File: config.mk
export PLATFORM = sky130hd
export DESIGN_NAME = iopt_walker
export DESIGN_NICKNAME = d
export VERILOG_FILES = /design/src/rtl/iopt_pkg.sv /design/src/rtl/iopt_entry_addr.sv /design/src/rtl/iopt_entry_decode.sv /design/src/rtl/iopt_seq.sv /design/src/rtl/iopt_walker.sv
export SDC_FILE = /design/constraint.sdc
export NUM_CORES = 1
export LEC_CHECK = 0
export BUFFER_PORTS_ARGS = -buffer_cell sky130_fd_sc_hd__buf_4
export CAP_MARGIN = 10
export CORE_MARGIN = 5
export CORE_UTILIZATION = 35
export CTS_CLUSTER_DIAMETER = 50
export CTS_CLUSTER_SIZE = 24
export DETAILED_ROUTE_END_ITERATION = 8
export SLEW_MARGIN = 20
export SYNTH_ARGS = -nofsm -noshare
export SYNTH_HDL_FRONTEND = slang
export SYNTH_SLANG_ARGS = --single-unit
File: constraint.sdc
create_clock -name clk -period 3.3 [get_ports clk]
set_clock_uncertainty 0.15 [all_clocks]
set_input_delay 0.165 -clock clk [delete_from_list [all_inputs] [get_ports clk]]
set_output_delay 0.165 -clock clk [all_outputs]
set_load 0.03 [all_outputs]
File: src/rtl/iopt_pkg.sv
package iopt_pkg;
  typedef enum logic [1:0] {
    ST_IDLE = 2'd0,
    ST_WAIT = 2'd1,
    ST_RESP = 2'd2
  } walk_state_t;

  localparam int PTE_VALID_BIT = 1;
  localparam int PTE_WRITE_BIT = 2;
  localparam int PTE_PPN_LSB   = 8;
  localparam int PTE_PPN_MSB   = 26;
endpackage

File: src/rtl/iopt_entry_addr.sv
module iopt_entry_addr #(
  parameter int AW         = 32,
  parameter int PAGE_SHIFT = 12,
  parameter int ENTRY_LOG2 = 2,
  parameter int BASE_SHIFT = 4
) (
  input  logic [AW-1:0] vaddr,
  input  logic [AW-1:0] base,
  input  logic [AW-1:0] win,
  output logic [AW-1:0] eaddr
);
  localparam int IDX_SHIFT = PAGE_SHIFT - ENTRY_LOG2;

  logic [AW-1:0] masked;
  logic [AW-1:0] shifted;
  logic [AW-1:0] index;

  assign masked  = vaddr & ~win;
  assign shifted = masked >> IDX_SHIFT;

  // entries are word aligned: clear the low index bits
  genvar gi;
  generate
    for (gi = 0; gi < AW; gi++) begin : g_idx
      if (gi < ENTRY_LOG2) begin : g_zero
        assign index[gi] = 1'b0;
      end else begin : g_keep
        assign index[gi] = shifted[gi];
      end
    end
  endgenerate

  assign eaddr = (base << BASE_SHIFT) + index;
endmodule

File: src/rtl/iopt_entry_decode.sv
module iopt_entry_decode
  import iopt_pkg::*;
#(
  parameter int AW         = 32,
  parameter int PAGE_SHIFT = 12
) (
  input  logic [31:0]   pte,
  input  logic [AW-1:0] vaddr,
  input  logic          is_write,
  output logic [AW-1:0] paddr,
  output logic          fault
);
  localparam int PPN_W = PTE_PPN_MSB - PTE_PPN_LSB + 1;

  logic [AW-1:0] raw;

  genvar gb;
  generate
    for (gb = 0; gb < AW; gb++) begin : g_pa
      if (gb < PAGE_SHIFT) begin : g_off
        assign raw[gb] = vaddr[gb];
      end else if (gb < PAGE_SHIFT + PPN_W) begin : g_ppn
        assign raw[gb] = pte[gb - PAGE_SHIFT + PTE_PPN_LSB];
      end else begin : g_hi
        assign raw[gb] = 1'b0;
      end
    end
  endgenerate

  always_comb begin
    fault = !pte[PTE_VALID_BIT] || (is_write && !pte[PTE_WRITE_BIT]);
    paddr = fault ? '0 : raw;
  end
endmodule

File: src/rtl/iopt_seq.sv
module iopt_seq
  import iopt_pkg::*;
#(
  parameter int AW = 32
) (
  input  logic          clk,
  input  logic          rst,
  input  logic          req_valid,
  input  logic [AW-1:0] req_addr,
  input  logic          req_write,
  input  logic          xlat_enable,
  input  logic [AW-1:0] eaddr,
  input  logic          mem_gnt,
  input  logic          mem_rvalid,
  input  logic [AW-1:0] dec_paddr,
  input  logic          dec_fault,
  output logic [AW-1:0] vaddr_q,
  output logic          write_q,
  output logic          req_ready,
  output logic          mem_req,
  output logic [AW-1:0] mem_addr,
  output logic          rsp_done,
  output logic [AW-1:0] rsp_paddr,
  output logic          rsp_fault
);
  walk_state_t   state_q;
  logic          mreq_q;
  logic [AW-1:0] maddr_q;
  logic [AW-1:0] paddr_q;
  logic          fault_q;

  always_ff @(posedge clk) begin
    if (rst) begin
      state_q <= ST_IDLE;
      mreq_q  <= 1'b0;
      maddr_q <= '0;
      vaddr_q <= '0;
      write_q <= 1'b0;
      paddr_q <= '0;
      fault_q <= 1'b0;
    end else begin
      case (state_q)
        ST_IDLE: if (req_valid) begin
          vaddr_q <= req_addr;
          write_q <= req_write;
          if (xlat_enable) begin
            mreq_q  <= 1'b1;
            maddr_q <= eaddr;
            state_q <= ST_WAIT;
          end else begin
            paddr_q <= req_addr;
            fault_q <= 1'b0;
            state_q <= ST_RESP;
          end
        end
        ST_WAIT: begin
          if (mreq_q) begin
            if (mem_gnt) mreq_q <= 1'b0;
          end else if (mem_rvalid) begin
            paddr_q <= dec_paddr;
            fault_q <= dec_fault;
            state_q <= ST_RESP;
          end
        end
        ST_RESP: state_q <= ST_IDLE;
        default: state_q <= ST_IDLE;
      endcase
    end
  end

  assign req_ready = (state_q == ST_IDLE);
  assign rsp_done  = (state_q == ST_RESP);
  assign mem_req   = mreq_q;
  assign mem_addr  = maddr_q;
  assign rsp_paddr = paddr_q;
  assign rsp_fault = fault_q;


  done_pulse_chk: assert property (@(posedge clk) disable iff (rst)
    rsp_done |=> !rsp_done);


  req_hold_chk: assert property (@(posedge clk) disable iff (rst)
    (mem_req && !mem_gnt) |=> (mem_req && $stable(mem_addr)));


  bypass_fast_chk: assert property (@(posedge clk) disable iff (rst)
    (req_ready && req_valid && !xlat_enable) |=> (rsp_done && !mem_req));


  fault_zero_chk: assert property (@(posedge clk) disable iff (rst)
    (rsp_done && rsp_fault) |-> (rsp_paddr == '0));


  busy_ready_chk: assert property (@(posedge clk) disable iff (rst)
    mem_req |-> !req_ready);
endmodule

File: src/rtl/iopt_walker.sv
module iopt_walker #(
  parameter int AW         = 32,
  parameter int PAGE_SHIFT = 12,
  parameter int ENTRY_LOG2 = 2,
  parameter int BASE_SHIFT = 4
) (
  input  logic          clk,
  input  logic          rst,
  input  logic          req_valid,
  input  logic [AW-1:0] req_addr,
  input  logic          req_write,
  output logic          req_ready,
  input  logic          xlat_enable,
  input  logic [AW-1:0] pt_base,
  input  logic [AW-1:0] win_start,
  output logic          mem_req,
  output logic [AW-1:0] mem_addr,
  input  logic          mem_gnt,
  input  logic          mem_rvalid,
  input  logic [31:0]   mem_rdata,
  output logic          rsp_done,
  output logic [AW-1:0] rsp_paddr,
  output logic          rsp_fault
);
  logic [AW-1:0] eaddr;
  logic [AW-1:0] vaddr_q;
  logic          write_q;
  logic [AW-1:0] dec_paddr;
  logic          dec_fault;

  iopt_entry_addr #(
    .AW(AW), .PAGE_SHIFT(PAGE_SHIFT), .ENTRY_LOG2(ENTRY_LOG2), .BASE_SHIFT(BASE_SHIFT)
  ) u_eaddr (
    .vaddr(req_addr),
    .base (pt_base),
    .win  (win_start),
    .eaddr(eaddr)
  );

  iopt_entry_decode #(
    .AW(AW), .PAGE_SHIFT(PAGE_SHIFT)
  ) u_dec (
    .pte     (mem_rdata),
    .vaddr   (vaddr_q),
    .is_write(write_q),
    .paddr   (dec_paddr),
    .fault   (dec_fault)
  );

  iopt_seq #(.AW(AW)) u_seq (
    .clk        (clk),
    .rst        (rst),
    .req_valid  (req_valid),
    .req_addr   (req_addr),
    .req_write  (req_write),
    .xlat_enable(xlat_enable),
    .eaddr      (eaddr),
    .mem_gnt    (mem_gnt),
    .mem_rvalid (mem_rvalid),
    .dec_paddr  (dec_paddr),
    .dec_fault  (dec_fault),
    .vaddr_q    (vaddr_q),
    .write_q    (write_q),
    .req_ready  (req_ready),
    .mem_req    (mem_req),
    .mem_addr   (mem_addr),
    .rsp_done   (rsp_done),
    .rsp_paddr  (rsp_paddr),
    .rsp_fault  (rsp_fault)
  );
endmodule

==> results of run 1 <==
==> cells in the final DEF (no fill, tap or decap), types with 4 or more instances in the layout <==
cell type,netlist,final
nand2_1,74,74
a211oi_1,8,8
nor2_1,56,55
a21o_1,4,4
inv_6,0,4
clkbuf_16,0,9
nor2b_1,20,20
buf_4,2,178
inv_1,7,7
xnor2_1,11,11
nand3_1,5,5
ha_1,18,18
or3_1,5,5
a21oi_1,52,51
o21ai_0,22,22
xor2_1,8,8
nand3b_1,4,4
dfxtp_1,79,79
dlygate4sd3_1,0,51
nor3_1,33,33
nand4_1,5,5
a221oi_1,31,31
==> logic make-up after synthesis <==
logic type | after synthesis | synth area share (%)
AOI/OAI and AO/OA | 139 | 22.32
DFF | 79 | 37.97
other | 1 | 0.09003
xor gates and xnor gates | 19 | 3.995
buffers and inverters | 40 | 4.987
adders and majority gates | 19 | 5.888
and+or+nand+nor | 221 | 24.75
==> registers in the layout (all words and copies together), names as in the netlist <==
signal	cells
u_seq.mem_req	1
u_seq.vaddr_q	12
u_seq.state_q	2
u_seq.rsp_paddr	32
u_seq.mem_addr	30
u_seq.rsp_fault	1
u_seq.write_q	1
==> per-layer routing <==
layer  GRT usage, %  vias to the layer above
li1               -                     2281
met1          25.30                     2110
met2          32.67                      131
met3          3.791                       13
met4          5.938                        0
met5              0                        -
==> layout make-up <==
cell class | instances | area share [%]
inverter | 7 | 0.4138
sequential | 79 | 24.91
tap | 143 | 2.818
timing repair buffer | 230 | 29.40
clock inverter | 7 | 0.9655
multi-input combinational | 400 | 37.95
clock buffer | 9 | 3.547
==> power groups by stage <==
stage | Combinational (mW) | Sequential (mW) | Clock [mW]
after floorplan | 0.332 | 1.21 | 0
after global placement | 0.745 | 1.09 | 0
after detailed placement | 0.752 | 1.09 | 0
after CTS | 0.805 | 1.07 | 0.989
after global routing | 0.876 | 1.08 | 1.03
final | 0.801 | 1.07 | 0.971
==> critical path, cell delays in order, from the launching register on <==
cell and delay [ns]:
dfxtp_1 0.31, nand2b_2 0.42, buf_4 0.35, nor2_2 0.37, buf_4 0.40, a221oi_1 0.13
dlygate4sd3_1 0.59, nor3_1 0.12
==> cell usage after synthesis, types with 3 or more instances <==
| master | number | area, sq um |
|---|---|---|
| and2_1 | 3 | 18.77 |
| clkbuf_8 | 5 | 68.82 |
| nor3_1 | 33 | 165.2 |
| xnor2_1 | 11 | 96.34 |
| a221oi_1 | 31 | 271.5 |
| or3_1 | 5 | 31.28 |
| ha_1 | 18 | 225.2 |
| nor2_1 | 56 | 210.2 |
| nand3b_1 | 4 | 30.03 |
| a21o_1 | 4 | 30.03 |
| a21oi_1 | 52 | 260.3 |
| nor2b_1 | 20 | 125.1 |
| clkbuf_1 | 26 | 97.59 |
| nand3_1 | 5 | 25.02 |
| a211oi_1 | 8 | 60.06 |
| o21ai_0 | 22 | 110.1 |
| inv_1 | 7 | 26.28 |
| dfxtp_1 | 79 | 1582 |
| nand2b_1 | 3 | 18.77 |
| nand2_1 | 74 | 277.8 |
| nand4_1 | 5 | 31.28 |
| xor2_1 | 8 | 70.07 |
| a311oi_1 | 3 | 26.28 |
==> through the flow <==
stage | hold slack [ns] | total power [mW]
after floorplan | 0.1487 | 1.540
final | -0.001281 | 2.841
after CTS | 0.0001032 | 2.863
after global routing | 0.01472 | 2.987
after global placement | 0.2664 | 1.831
after detailed placement | 0.2764 | 1.843
==> worst paths after layout <==
path	from	endpoint	slack [ns]	cells past startpoint
max reg2reg	u_seq.state_q[1]$_SDFFE_PP0P_	u_seq.rsp_paddr[23]$_SDFFE_PP0P_	0.36	7
min	req_addr[12]	u_seq.rsp_paddr[12]$_SDFFE_PP0P_	-0.001	3
min reg2reg	u_seq.mem_addr[2]$_SDFFE_PP0P_	u_seq.mem_addr[2]$_SDFFE_PP0P_	0.30	2
max	u_seq.state_q[1]$_SDFFE_PP0P_	u_seq.rsp_paddr[23]$_SDFFE_PP0P_	0.36	7
==> impl_metrics.tcl, run 1 <==
set metrics [dict create \
    diodes 0 \
    slew_viol_final 0 \
    met3_length_um 810 \
    grt_usage_pct 19.46 \
    syn_area_per_cell_sq_um 8.041 \
    required_ns 3.41 \
    die_area_sq_um 14180 \
    postCtsHoldBufs 51 \
    cts_resized 0 \
    yosysWarnings 0 \
    routed.top_layer "met4" \
    async_flop_share_pct 0 \
    fill_cells 1089 \
    register_area_sq_um 1582 \
    sw_frac_of_total_pct 32.81 \
    rsz0062_at_grt "no" \
    clk_pin_slew_worst_paths_ns 0.07 \
    io_pins 203 \
    die_w_um 119.1 \
    synth_flop_cell "dfxtp_1" \
    p_int_mw 1.909 \
    drt-initial-drc-count 309 \
    hold_violations 1 \
    grt_pass1_vias 4520 \
    drt_first_pass_iters 4 \
    period_minus_slack_ns 2.942 \
    drc 0 \
    worst-path-max-fanout 25 \
    routed-wl-met2_mm 6.683 \
    max_freq_mhz 340.0 \
    gr-total-overflow 0 \
    synth_seq_cells 79 \
    worstSkewPairLatency_ns 0.33 \
    pre_cts_ws_ns 0.3154 \
    cts_buffers 9 \
    cts_tree "yes" \
    routabilityCongestion 0.8131 \
    antenna_found_initial 0 \
    synthToLayoutAreaGrowth_pct 52.45 \
    cts_max_level 3 \
    netlist_instances 518 \
    fin_crit_sh_pct 89.14 \
    power.switching_mw 0.9323 \
    leakage_nw 2.746 \
    fin_area_sq_um 6350 \
    start_util_pct 36.02 \
    tns_ns 0 \
    setup_viol 0 \
    multi_input_area_sq_um 2410 \
    place_inst 808 \
    synthDistinctLibCells 49 \
    holdWs_ns -0.001281 \
    wl_met1_mm 6.234 \
    vias 4535 \
    die_y_um 119.1 \
    routed_wl_mm 13.91 \
    maxSlewHeadroom_pct 39.18 \
    critPathArrivalTime_ns 3.05 \
    wire_per_inst_um 15.89 \
    final_util_pct 54.91 \
    drive_above_1_share_pct 28.55 \
    dpl.hpwl_mm 9.958 \
    clock_sinks 79 \
    seqPwrFrac_pct 37.6 \
    violations "negative hold slack" \
    nets 881 \
    seq_area_frac_synth_pct 37.97 \
    powerDensity_nw_per_um2 447.5 \
    syn_area_sq_um 4165 \
    endpoint_kind "flip-flop" \
    postCtsSetupBuffers 0 \
    critPathKind "flip-flop to flip-flop" \
    design.core.area_sq_um 11560 \
    synth_edf_count 0 \
    pwr-share-comb_pct 28.2 \
    clockBufferDepth 2 \
    stdcell_count 875 \
    ir_drop_uv 200.2 \
    drtAntennaViolNets 0 \
    cts_root_buffer "clkbuf_16" \
    start_kind "flip-flop" \
    postLayoutSetupSlackWorst_ns 0.3585 \
    hold_class "input port to flip-flop" \
    rows 39 \
    avgViaCountPerCell 5.183 \
    clockPowerShare_pct 34.2 \
    tightest_slew_ns 0.9122 \
    grt_pass1_wl_mm 22.69 \
    outcome "finished with violations" \
    place_area_sq_um 5553 \
    maxCapViolations 0 \
    grt_start_max_net_pins 81 \
    port-buffer-count 173 \
]
(Power assumes the default switching activity.)
==> run 2: changes to the inputs <==
- BUFFER_PORTS_ARGS: -buffer_cell sky130_fd_sc_hd__buf_4 -> -buffer_cell sky130_fd_sc_hd__buf_2
==> impl_metrics.tcl, run 2 (same netlist as run 1, synthesis figures left out) <==
set metrics [dict create \
    worstHoldPathCells 3 \
    diodes 0 \
    max_freq_mhz 359.9 \
    largest_register_ffs 32 \
    final_common_cell "buf_2" \
    critPathArrivalTime_ns 2.89 \
    maxSlewHeadroom_pct 27.65 \
    maxCapViolations 0 \
    hold_path.startpoint "req_addr[26]" \
    die_w_um 119.1 \
    grt_pass1_vias 4622 \
    leakage_nw 2.652 \
    cts_max_level 3 \
    clock_sinks 79 \
    drc 0 \
    design.core.area_sq_um 11560 \
    slew_viol_final 0 \
    final_cell_mix "173 x buf_2, 79 x dfxtp_1, 74 x nand2_1, 55 x nor2_1, 51 x a21oi_1" \
    antenna_found_initial 0 \
    drive_above_1_share_pct 28.83 \
    worstRegToRegCells 7 \
    routabilityCongestion 0.8529 \
    grt_pass1_wl_mm 22.85 \
    r2r_start "u_seq.state_q[0]$_SDFFE_PP0P_" \
    avgViaCountPerCell 5.213 \
    ir_drop_uv 198.0 \
    drt_first_pass_iters 4 \
    port-buffer-count 173 \
    regToRegSetupSlack_ns 0.52 \
    required_ns 3.41 \
    clk_pin_slew_worst_paths_ns 0.06 \
    rsz0062_at_grt "no" \
    grt_usage_pct 19.64 \
    fin_crit_sh_pct 84.20 \
    tns_ns 0 \
    cts_buffers 9 \
    vias 4561 \
    start_kind "flip-flop" \
    clockBufferDepth 2 \
    gr-total-overflow 0 \
    endpoint_kind "flip-flop" \
    tightest_slew_ns 1.083 \
    reg2reg_to "u_seq.rsp_paddr[30]$_SDFFE_PP0P_" \
    die_area_sq_um 14180 \
    synthToLayoutAreaGrowth_pct 42.42 \
    io_pins 203 \
    critPathKind "flip-flop to flip-flop" \
    routed_wl_mm 14.14 \
    period_minus_slack_ns 2.779 \
    drtAntennaViolNets 0 \
    setup_viol 0 \
    rows 39 \
    outcome "completed" \
    wire_per_inst_um 16.16 \
    powerDensity_nw_per_um2 476.1 \
    worst-path-max-fanout 33 \
    dpl.hpwl_mm 9.869 \
    start_util_pct 36.02 \
    p_total_mw 2.824 \
    cts_tree "yes" \
    nets 881 \
    whs_endpoint "u_seq.rsp_paddr[26]$_SDFFE_PP0P_" \
    drt-initial-drc-count 273 \
    hold_class "input port to flip-flop" \
    worstSkewPairLatency_ns 0.33 \
    cts_root_buffer "clkbuf_16" \
    grt_start_max_net_pins 61 \
    hold_violations 0 \
    die_y_um 119.1 \
]
==> run 2: changes by cell type in the layout (fill, tap and decap cells not counted), sizes merged <==
| cell | previous run | this run |
|---|---|---|
| dlygate4sd3 | 51 | 49 |
| inv | 12 | 9 |
| buf | 179 | 181 |
| clkinvlp | 2 | 3 |
| clkinv | 0 | 1 |
| bufinv | 0 | 1 |
==> run 2: how the worst max path moves through the flow <==
stage / from / end / slack, ns / depth (start not counted)
after floorplan: req_addr[14] / u_seq.mem_addr[30]$_SDFFE_PP0P_ / 0.79 / 10
after global placement: req_addr[14] / u_seq.mem_addr[30]$_SDFFE_PP0P_ / 0.37 / 11
after detailed placement: req_addr[14] / u_seq.mem_addr[30]$_SDFFE_PP0P_ / 0.33 / 11
after CTS: u_seq.state_q[0]$_SDFFE_PP0P_ / u_seq.rsp_paddr[28]$_SDFFE_PP0P_ / 0.56 / 7
after global routing: u_seq.state_q[0]$_SDFFE_PP0P_ / u_seq.rsp_paddr[30]$_SDFFE_PP0P_ / 0.32 / 7
final: u_seq.state_q[0]$_SDFFE_PP0P_ / u_seq.rsp_paddr[30]$_SDFFE_PP0P_ / 0.52 / 7
==> run 2: area by class of cell <==
cell class	instances	area (sq um)
Fill cell	1127	5633
Multi-Input combinational cell	400	2410
Sequential cell	79	1582
Timing Repair Buffer	230	1429
Clock buffer	9	225.2
Tap cell	143	178.9
Clock inverter	7	81.33
Inverter	7	26.28
==> run 2: worst max-delay path: stages (launching register included) <==
cell and delay [ns]:
dfxtp_1 0.38, nor2_1 0.08, and2_1 0.16, buf_4 0.19
a21oi_4 0.86, a221oi_1 0.11, dlygate4sd3_1 0.63, nor3_1 0.13
==> run 2: stage by stage <==
step                      utilization (%)  setup slack, ns  hold WS (ns)  instance area [sq um]  cells
after floorplan                         -           0.7890        0.1487                   4169    519
after global placement              44.40           0.3739        0.2575                   5135    810
after detailed placement            44.40           0.3350        0.2675                   5135    810
after CTS                           51.29           0.5613     0.0007838                   5932    875
after global routing                51.29           0.3214       0.01982                   5932    875
final                               51.29           0.5214      0.003666                   5932    875
==> run 2: power breakdown <==
group / total (mW) / leakage, nW / switching, mW / internal (mW)
registers: 1.07 / 0.649 / 0.0366 / 1.03
logic: 0.734 / 1.86 / 0.450 / 0.284
clock network: 1.02 / 0.140 / 0.429 / 0.595
==> run 2: per-layer routing <==
metal / up-vias / global-route usage, % / wire length [um]
met5: - / 0 / 0
met4: 0 / 7.603 / 297
met3: 24 / 3.555 / 875
met2: 158 / 33.80 / 6896
met1: 2100 / 24.35 / 6069
li1: 2279 / - / -
==> run 2: timing repair <==
action,in CTS,in global routing
hold buffers,49,0
gates resized for setup,0,0
endpoints found under the hold margin,38,0
buffers inserted,0,0
